**config.mk**
```make
export PLATFORM = sky130hd
export DESIGN_NAME = iso_unpacker
export DESIGN_NICKNAME = d
export VERILOG_FILES = /design/src/rtl/iso_unpk_pkg.sv /design/src/rtl/iso_unpk_gate.sv /design/src/rtl/iso_unpk_trim.sv /design/src/rtl/iso_unpk_seq.sv /design/src/rtl/iso_unpacker.sv
export SDC_FILE = /design/constraint.sdc
export NUM_CORES = 1
export LEC_CHECK = 0
export ABC_AREA = 1
export CORE_ASPECT_RATIO = 1.2
export CORE_MARGIN = 10
export CORE_UTILIZATION = 38
export DETAILED_ROUTE_END_ITERATION = 10
export PLACE_DENSITY = 0.78
export SYNTH_ARGS = -nofsm -noshare
export SYNTH_HDL_FRONTEND = slang
export SYNTH_SLANG_ARGS = --single-unit
```
**constraint.sdc**
```tcl
create_clock -name clk -period 2.1 [get_ports clk]
set_input_delay 0.63 -clock clk [delete_from_list [all_inputs] [get_ports clk]]
set_output_delay 0.63 -clock clk [all_outputs]
set_load 0.01 [all_outputs]
```
**src/rtl/iso_unpk_pkg.sv**
```systemverilog
package iso_unpk_pkg;
  typedef enum logic [2:0] {
    S_IDLE,
    S_HOLD,
    S_STAMP,
    S_XFER,
    S_DROP
  } unpk_state_e;
endpackage

```
**src/rtl/iso_unpk_gate.sv**
```systemverilog
// Wrap-safe release test: the stamp is due once it is not ahead of the clock.
module iso_unpk_gate #(
  parameter int TS_W = 16
) (
  input  logic [TS_W-1:0] stamp,
  input  logic [TS_W-1:0] now,
  output logic            due
);
  logic [TS_W-1:0] gap;

  always_comb begin
    gap = stamp - now;
    due = (gap == '0) || gap[TS_W-1];
  end
endmodule

```
**src/rtl/iso_unpk_trim.sv**
```systemverilog
// Byte-lane trimming of the final quadlet.
module iso_unpk_trim #(
  parameter int NB    = 4,
  parameter int PAD_W = 2
) (
  input  logic [NB*8-1:0]  data_in,
  input  logic             last,
  input  logic [PAD_W-1:0] pad,
  output logic [NB*8-1:0]  data_out,
  output logic [NB-1:0]    be
);
  for (genvar g = 0; g < NB; g++) begin : g_lane
    always_comb begin
      be[g] = !last || ((g + int'(pad)) < NB);
      data_out[g*8 +: 8] = be[g] ? data_in[g*8 +: 8] : 8'h00;
    end
  end
endmodule

```
**src/rtl/iso_unpk_seq.sv**
```systemverilog
// Packet sequencer: captures the head packet's context and steps it through
// hold, optional stamp quadlet, payload transfer or discard.
module iso_unpk_seq
  import iso_unpk_pkg::*;
#(
  parameter int TS_W  = 16,
  parameter int PAD_W = 2
) (
  input  logic             clk,
  input  logic             rst_n,
  input  logic             cfg_clear,
  input  logic             cfg_rx_en,
  input  logic [PAD_W-1:0] cfg_pad,
  input  logic             cfg_stamp_en,
  input  logic             cfg_stamp_out,
  input  logic             cfg_crc_bypass,
  input  logic             cfg_drop_unrel,
  input  logic             due,
  input  logic             in_valid,
  input  logic             in_sop,
  input  logic             in_eop,
  input  logic [TS_W-1:0]  in_stamp,
  input  logic             in_crc_err,
  input  logic             in_unrel,
  input  logic             out_ready,
  output logic [TS_W-1:0]  stamp_q,
  output logic [PAD_W-1:0] pad_q,
  output logic             in_ready,
  output logic             out_valid,
  output logic             sel_stamp,
  output logic             last_raw,
  output logic             pkt_waiting
);
  unpk_state_e st_q, st_d;
  logic        crc_q;
  logic        cap;
  logic        gated;
  logic        head;

  always_comb begin
    st_d        = st_q;
    cap         = 1'b0;
    in_ready    = 1'b0;
    out_valid   = 1'b0;
    sel_stamp   = 1'b0;
    last_raw    = 1'b0;
    head        = in_valid && in_sop;
    gated       = cfg_stamp_en && !cfg_stamp_out && !(crc_q && cfg_crc_bypass);
    pkt_waiting = (st_q == S_HOLD) || ((st_q == S_IDLE) && head);
    unique case (st_q)
      S_IDLE: begin
        if (in_valid && !in_sop) begin
          in_ready = 1'b1;
        end else if (head && cfg_rx_en) begin
          cap  = 1'b1;
          st_d = (cfg_drop_unrel && in_unrel) ? S_DROP : S_HOLD;
        end
      end
      S_HOLD: begin
        if (!gated || due) begin
          st_d = (cfg_stamp_en && cfg_stamp_out) ? S_STAMP : S_XFER;
        end
      end
      S_STAMP: begin
        out_valid = 1'b1;
        sel_stamp = 1'b1;
        if (out_ready) st_d = S_XFER;
      end
      S_XFER: begin
        out_valid = in_valid;
        in_ready  = out_ready;
        last_raw  = in_eop;
        if (in_valid && out_ready && in_eop) st_d = S_IDLE;
      end
      S_DROP: begin
        in_ready = 1'b1;
        if (in_valid && in_eop) st_d = S_IDLE;
      end
      default: st_d = S_IDLE;
    endcase
    if (cfg_clear) st_d = S_IDLE;
  end

  always_ff @(posedge clk or negedge rst_n) begin
    if (!rst_n) begin
      st_q <= S_IDLE;
    end else begin
      st_q <= st_d;
    end
  end

  always_ff @(posedge clk or negedge rst_n) begin
    if (!rst_n) begin
      stamp_q <= '0;
      pad_q   <= '0;
      crc_q   <= 1'b0;
    end else if (cap) begin
      stamp_q <= in_stamp;
      pad_q   <= cfg_pad;
      crc_q   <= in_crc_err;
    end
  end

  // a gated packet whose stamp is not yet due stays held
  a_r3_hold_until_due: assert property (@(posedge clk) disable iff (!rst_n)
    (st_q == S_HOLD && gated && !due && !cfg_clear) |=> (st_q == S_HOLD));

  // nothing reaches the application while a packet is being discarded
  a_r6_drop_silent: assert property (@(posedge clk) disable iff (!rst_n)
    (st_q == S_DROP) |-> !out_valid);

  // a packet under delivery only ends through its last quadlet or a clear
  a_r7_finish: assert property (@(posedge clk) disable iff (!rst_n)
    (st_q == S_XFER && !cfg_clear) |=> (st_q == S_XFER || st_q == S_IDLE));

  // clear lands in idle on the next edge
  a_r10_clear_idle: assert property (@(posedge clk) disable iff (!rst_n)
    cfg_clear |=> (st_q == S_IDLE && !out_valid));

  // Input assumption: an offered, unaccepted quadlet is held steady
  a_in_hold: assert property (@(posedge clk) disable iff (!rst_n)
    (in_valid && !in_ready) |=> in_valid);
endmodule

```
**src/rtl/iso_unpacker.sv**
```systemverilog
module iso_unpacker
  import iso_unpk_pkg::*;
#(
  parameter int QW    = 32,
  parameter int TS_W  = 16,
  localparam int NB    = QW / 8,
  localparam int PAD_W = $clog2(NB)
) (
  input  logic             clk,
  input  logic             rst_n,
  input  logic             cfg_clear,
  input  logic             cfg_rx_en,
  input  logic [PAD_W-1:0] cfg_pad,
  input  logic             cfg_stamp_en,
  input  logic             cfg_stamp_out,
  input  logic             cfg_crc_bypass,
  input  logic             cfg_drop_unrel,
  input  logic [TS_W-1:0]  cycle_time,
  input  logic             in_valid,
  output logic             in_ready,
  input  logic [QW-1:0]    in_data,
  input  logic             in_sop,
  input  logic             in_eop,
  input  logic [TS_W-1:0]  in_stamp,
  input  logic             in_crc_err,
  input  logic             in_unrel,
  output logic             out_valid,
  input  logic             out_ready,
  output logic [QW-1:0]    out_data,
  output logic             out_last,
  output logic [NB-1:0]    out_be,
  output logic             pkt_waiting
);
  logic [1:0]       rst_pipe;
  logic             rst_sync_n;
  logic [TS_W-1:0]  stamp_q;
  logic [PAD_W-1:0] pad_q;
  logic             due;
  logic             sel_stamp;
  logic             last_raw;
  logic [QW-1:0]    pre_data;

  // Asynchronous assert, synchronous release
  always_ff @(posedge clk or negedge rst_n) begin
    if (!rst_n) begin
      rst_pipe <= 2'b00;
    end else begin
      rst_pipe <= {rst_pipe[0], 1'b1};
    end
  end
  assign rst_sync_n = rst_pipe[1];

  iso_unpk_gate #(.TS_W(TS_W)) i_gate (
    .stamp (stamp_q),
    .now   (cycle_time),
    .due   (due)
  );

  iso_unpk_seq #(.TS_W(TS_W), .PAD_W(PAD_W)) i_seq (
    .clk            (clk),
    .rst_n          (rst_sync_n),
    .cfg_clear      (cfg_clear),
    .cfg_rx_en      (cfg_rx_en),
    .cfg_pad        (cfg_pad),
    .cfg_stamp_en   (cfg_stamp_en),
    .cfg_stamp_out  (cfg_stamp_out),
    .cfg_crc_bypass (cfg_crc_bypass),
    .cfg_drop_unrel (cfg_drop_unrel),
    .due            (due),
    .in_valid       (in_valid),
    .in_sop         (in_sop),
    .in_eop         (in_eop),
    .in_stamp       (in_stamp),
    .in_crc_err     (in_crc_err),
    .in_unrel       (in_unrel),
    .out_ready      (out_ready),
    .stamp_q        (stamp_q),
    .pad_q          (pad_q),
    .in_ready       (in_ready),
    .out_valid      (out_valid),
    .sel_stamp      (sel_stamp),
    .last_raw       (last_raw),
    .pkt_waiting    (pkt_waiting)
  );

  assign pre_data = sel_stamp ? QW'(stamp_q) : in_data;
  assign out_last = last_raw;

  iso_unpk_trim #(.NB(NB), .PAD_W(PAD_W)) i_trim (
    .data_in  (pre_data),
    .last     (last_raw),
    .pad      (pad_q),
    .data_out (out_data),
    .be       (out_be)
  );

  // only a final quadlet may carry a partial byte-enable
  a_r2_full_mid: assert property (@(posedge clk) disable iff (!rst_sync_n)
    (out_valid && !out_last) |-> (&out_be));

  // the first byte lane of a delivered quadlet is always enabled
  a_r2_lane0: assert property (@(posedge clk) disable iff (!rst_sync_n)
    out_valid |-> out_be[0]);

  // no activity at the edges while reset is held
  a_r1_quiet_reset: assert property (@(posedge clk)
    !rst_sync_n |-> (!out_valid && !in_ready));
endmodule

```
==> metrics.md <==
| Metric | Value |
|---|---|
| Outcome | complete, but fails checks |
| Failing checks | negative setup slack |
| Most frequent cell after synthesis | nand2_1 |
| Post-layout power | ~0.0059 W |
| Gpl congestion | slightly below 0.9 |
| DRT Pass-1 Iters | 5 |
| First-pass GRT wire length | about 17000 microns |
| CTS Hold Bufs | 0 |
| Initial antenna violation count | 1 |
| Finished Layout Cells | between 600 and 700 |
| DRT antenna net count | 0 |
| Leak | about 2.6 nW |
| Pins Over Slew Limit | 0 |
| Critical-path top delay cell | dfrtp_1 |
| CP arrival | approximately 1.7 ns |
| Die Ht | 110 microns |
| Area grow syn2layout | 91.5% |
| Async SR Flop Fraction | 100% |
| Setup Skew | about 0.0017 ns |
| Iter 0 DRT Violations | 180 |
| Critical path class | reg -> out |
| Synth warn | 0 |
| Yosys reg bits | 24 |
| Yosys cell types | 32 |
| Synth top area cells | nand2_1 24%, dfrtp_1 23%, inv_1 12% |
| Crit path max-delay family | buffers and inverters |
| Max-cap violations | 0 |
| # setup viols final | 38 |
| Critical path endpoint category | output port |
| Htree depth | 1 |
| Worst Max-Slew Pin Slew | approximately 0.59 ns |
| Pwr/cell area | approximately 1200 mW/mm^2 |
| Cells after Synth | approximately 440 |
| Ys flop type | dfrtp_1 |
| Pin count of the biggest net entering global routing | 22 |
| Wire per inst | roughly 17 microns |
| IO Count | between 100 and 150 |
| Area of the core | approximately 0.0065 sq mm |
| Share of layout cells above drive strength 1 | between 40% and 50% |
| GRT overflow | 0 |
| Fmax | around 430 MHz |
| Drt drc | 0 |
| Final min period | ~2.3 ns |
| Synthesized cell area | ~0.0026 sq mm |
| CTS Buf Count | 3 |
| VDD IR-drop max | roughly 0.60 mV |
| Sequential fraction of the synthesis area | between 20% and 30% |
| Worst Path Max Fanout | 6 |
| Reg area | 602 sq um |
| Final Hold Fails | 0 |
| Global-route usage over all layers | between 20% and 30% |
| Routed vias | 3522 |
| Clock transition at path regs | roughly 0.08 ns |
| IO buf count | approximately 120 |
| Delay of the slowest critical-path stage | between 0.3 and 0.4 ns |
| Unrepaired setup endpoints after global routing | true |
| Worst R2R Setup Slack | -0.16 ns |
| CTS tree | done |
| Post-synth EDFFs | 0 |
| R2r worst-path depth | 14 |
| Top-area cell type share of the netlist area | 24.3% |
| Rows | 32 |
| Vias/cell | 5.04 |
| Crit share post-route | 111% |
| Commonest cells post-synth | 167 x nand2_1, 84 x inv_1, 43 x nor2_1, 28 x nand3_1, 24 x dfrtp_1 |
| Critical Path RT | between 1 and 1.5 ns |
| Clk Latency, worst-skew pair | 0.27 ns |
| Hold_ws | 0.0407 ns |
| Worst min path class | reg -> async |
| Stages on the worst setup path | 9 |
| Number of global-route vias before repair | about 3600 |
| Mapped Avg Cell Area | 5.91 sq um |
| Synth area leader | nand2_1 |
| Setup slack after layout | -0.236 ns |
| Post-DP HPWL | 7960 microns |
| Crit start category | flip-flop |
| Post-placement setup slack | -0.807 ns |
| Clock Sinks | 24 |
| Area of the multi-input gates | 0.00225 sq mm |
| Crit path buf inv count | 5 |
| Fillers | 434 |
| Routed Wire Length | around 12000 microns |
| Relative slew slack | 60.5% |
| Final net count | a little over 700 |
| Placed insts | between 600 and 700 |
| Die Span X | roughly 95 microns |
| Crit path cell chain | nor2_1, inv_2, nor2_4, clkinv_4, buf_6, buf_6, nand2_2, nor2_1, buf_2 |
| Root Buffer | clkbuf_8 |
| Initial Utilization | between 30% and 40% |
| Clock buffer depth | 2 |
| Die area | 0.0105 sq mm |
final timing paths:
path | from | end
max in group asynchronous | rst_n | rst_pipe[1]$_DFF_PN0_
min | rst_pipe[1]$_DFF_PN0_ | i_seq.crc_q$_DFFE_PN0P_
min reg2reg | rst_pipe[1]$_DFF_PN0_ | i_seq.crc_q$_DFFE_PN0P_
min in group clk | rst_pipe[0]$_DFF_PN0_ | rst_pipe[1]$_DFF_PN0_
max reg2reg | i_seq.stamp_q[1]$_DFFE_PN0P_ | i_seq.st_q[0]$_DFFE_PN0P_
max | i_seq.st_q[2]$_DFFE_PN0P_ | out_data[27]
cell usage in the layout, fill, tap and decap left out, types with 2 or more instances in the layout:
cell type and instances:
conb_1 2, mux2_2 15, buf_2 23, dfrtp_1 23, clkdlybuf4s50_1 62, nor2_1 24, ha_4 14, clkbuf_16 2
a21oi_2 6, nand3_2 5, nor2_4 13, nand2_4 16, nand2_1 98, clkbuf_8 3, o31ai_2 2, a21oi_1 11
nand4_1 5, inv_2 34, buf_6 25, nor2_2 12, inv_1 50, o21ai_2 5, dlygate4sd2_1 15, nand3_1 25
nand2_2 56, buf_4 47
per-layer routing:
metal,routed length [microns],vias up,track usage (%)
li1,-,1695,-
met1,4110,1647,20.4
met2,6430,141,37.6
met3,689,39,5.21
met4,394,0,8.78
met5,0,-,0
where the power goes:
part           switching [W]  internal [W]
sequential          0.000265      0.000667
clock               0.000153      0.000129
combinational        0.00245       0.00220
final cells by class:
class / count / area share [%]
antenna: 1 / 0.0506
clock buffer: 3 / 0.835
inverter: 85 / 6.56
multi-input combinational: 323 / 45.5
sequential: 24 / 12.2
tap: 85 / 2.15
timing repair buffer: 178 / 32.8
per-stage QoR:
| stage | setup TNS [ns] | util, % | instance area [sq um] |
|---|---|---|---|
| 6_report | -6.57 | 75.7 | 4940 |
| 5_1_grt | -9.59 | 75.7 | 4940 |
| 4_1_cts | -4.48 | 71.3 | 4650 |
| 3_5_place_dp | -23.66 | 64.4 | 4210 |
| 3_3_place_gp | -23.25 | 64.4 | 4210 |
| 2_1_floorplan | -0.233 | - | 2600 |
worst reg2reg max path: stages, from the launching register on:
cell and delay [ns]:
dfrtp_1 0.40, inv_1 0.17, fa_2 0.24, inv_2 0.05, or2_0 0.22, a21oi_1 0.16, nand2_1 0.07, nor2_1 0.12
nand2_1 0.07, nor2_1 0.09, nand3_1 0.14, o21ai_2 0.24, nand2_1 0.07, nand2_1 0.06, nand2_1 0.04
sequential cells by signal, indices dropped and copies added, names as in the netlist:
register       flops
i_seq.crc_q        1
i_seq.pad_q        2
i_seq.st_q         3
i_seq.stamp_q     16
rst_pipe           2
repair_timing:
item	4_1_cts	5_1_grt
pin swaps	60	23
buffers inserted	8	7
resized for setup	325	71
setup endpoints to repair	42	42
gates cloned	3	3
kinds of logic (layout without fill, tap and decap cells):
| kind of cell | count (synthesis) | in the layout | share of synthesized area (%) |
|---|---|---|---|
| DFF | 24 | 24 | 23.3 |
| xor gates and xnor gates | 2 | 2 | 0.679 |
| buffers and inverters | 92 | 266 | 13.6 |
| adders and majority gates | 16 | 16 | 8.05 |
| other | 1 | 3 | 0.145 |
| AOI/OAI and AO/OA | 28 | 28 | 6.16 |
| and+or+nand+nor | 258 | 259 | 41.1 |
| muxes | 16 | 16 | 6.98 |
Power figures use the tool's default switching activity.
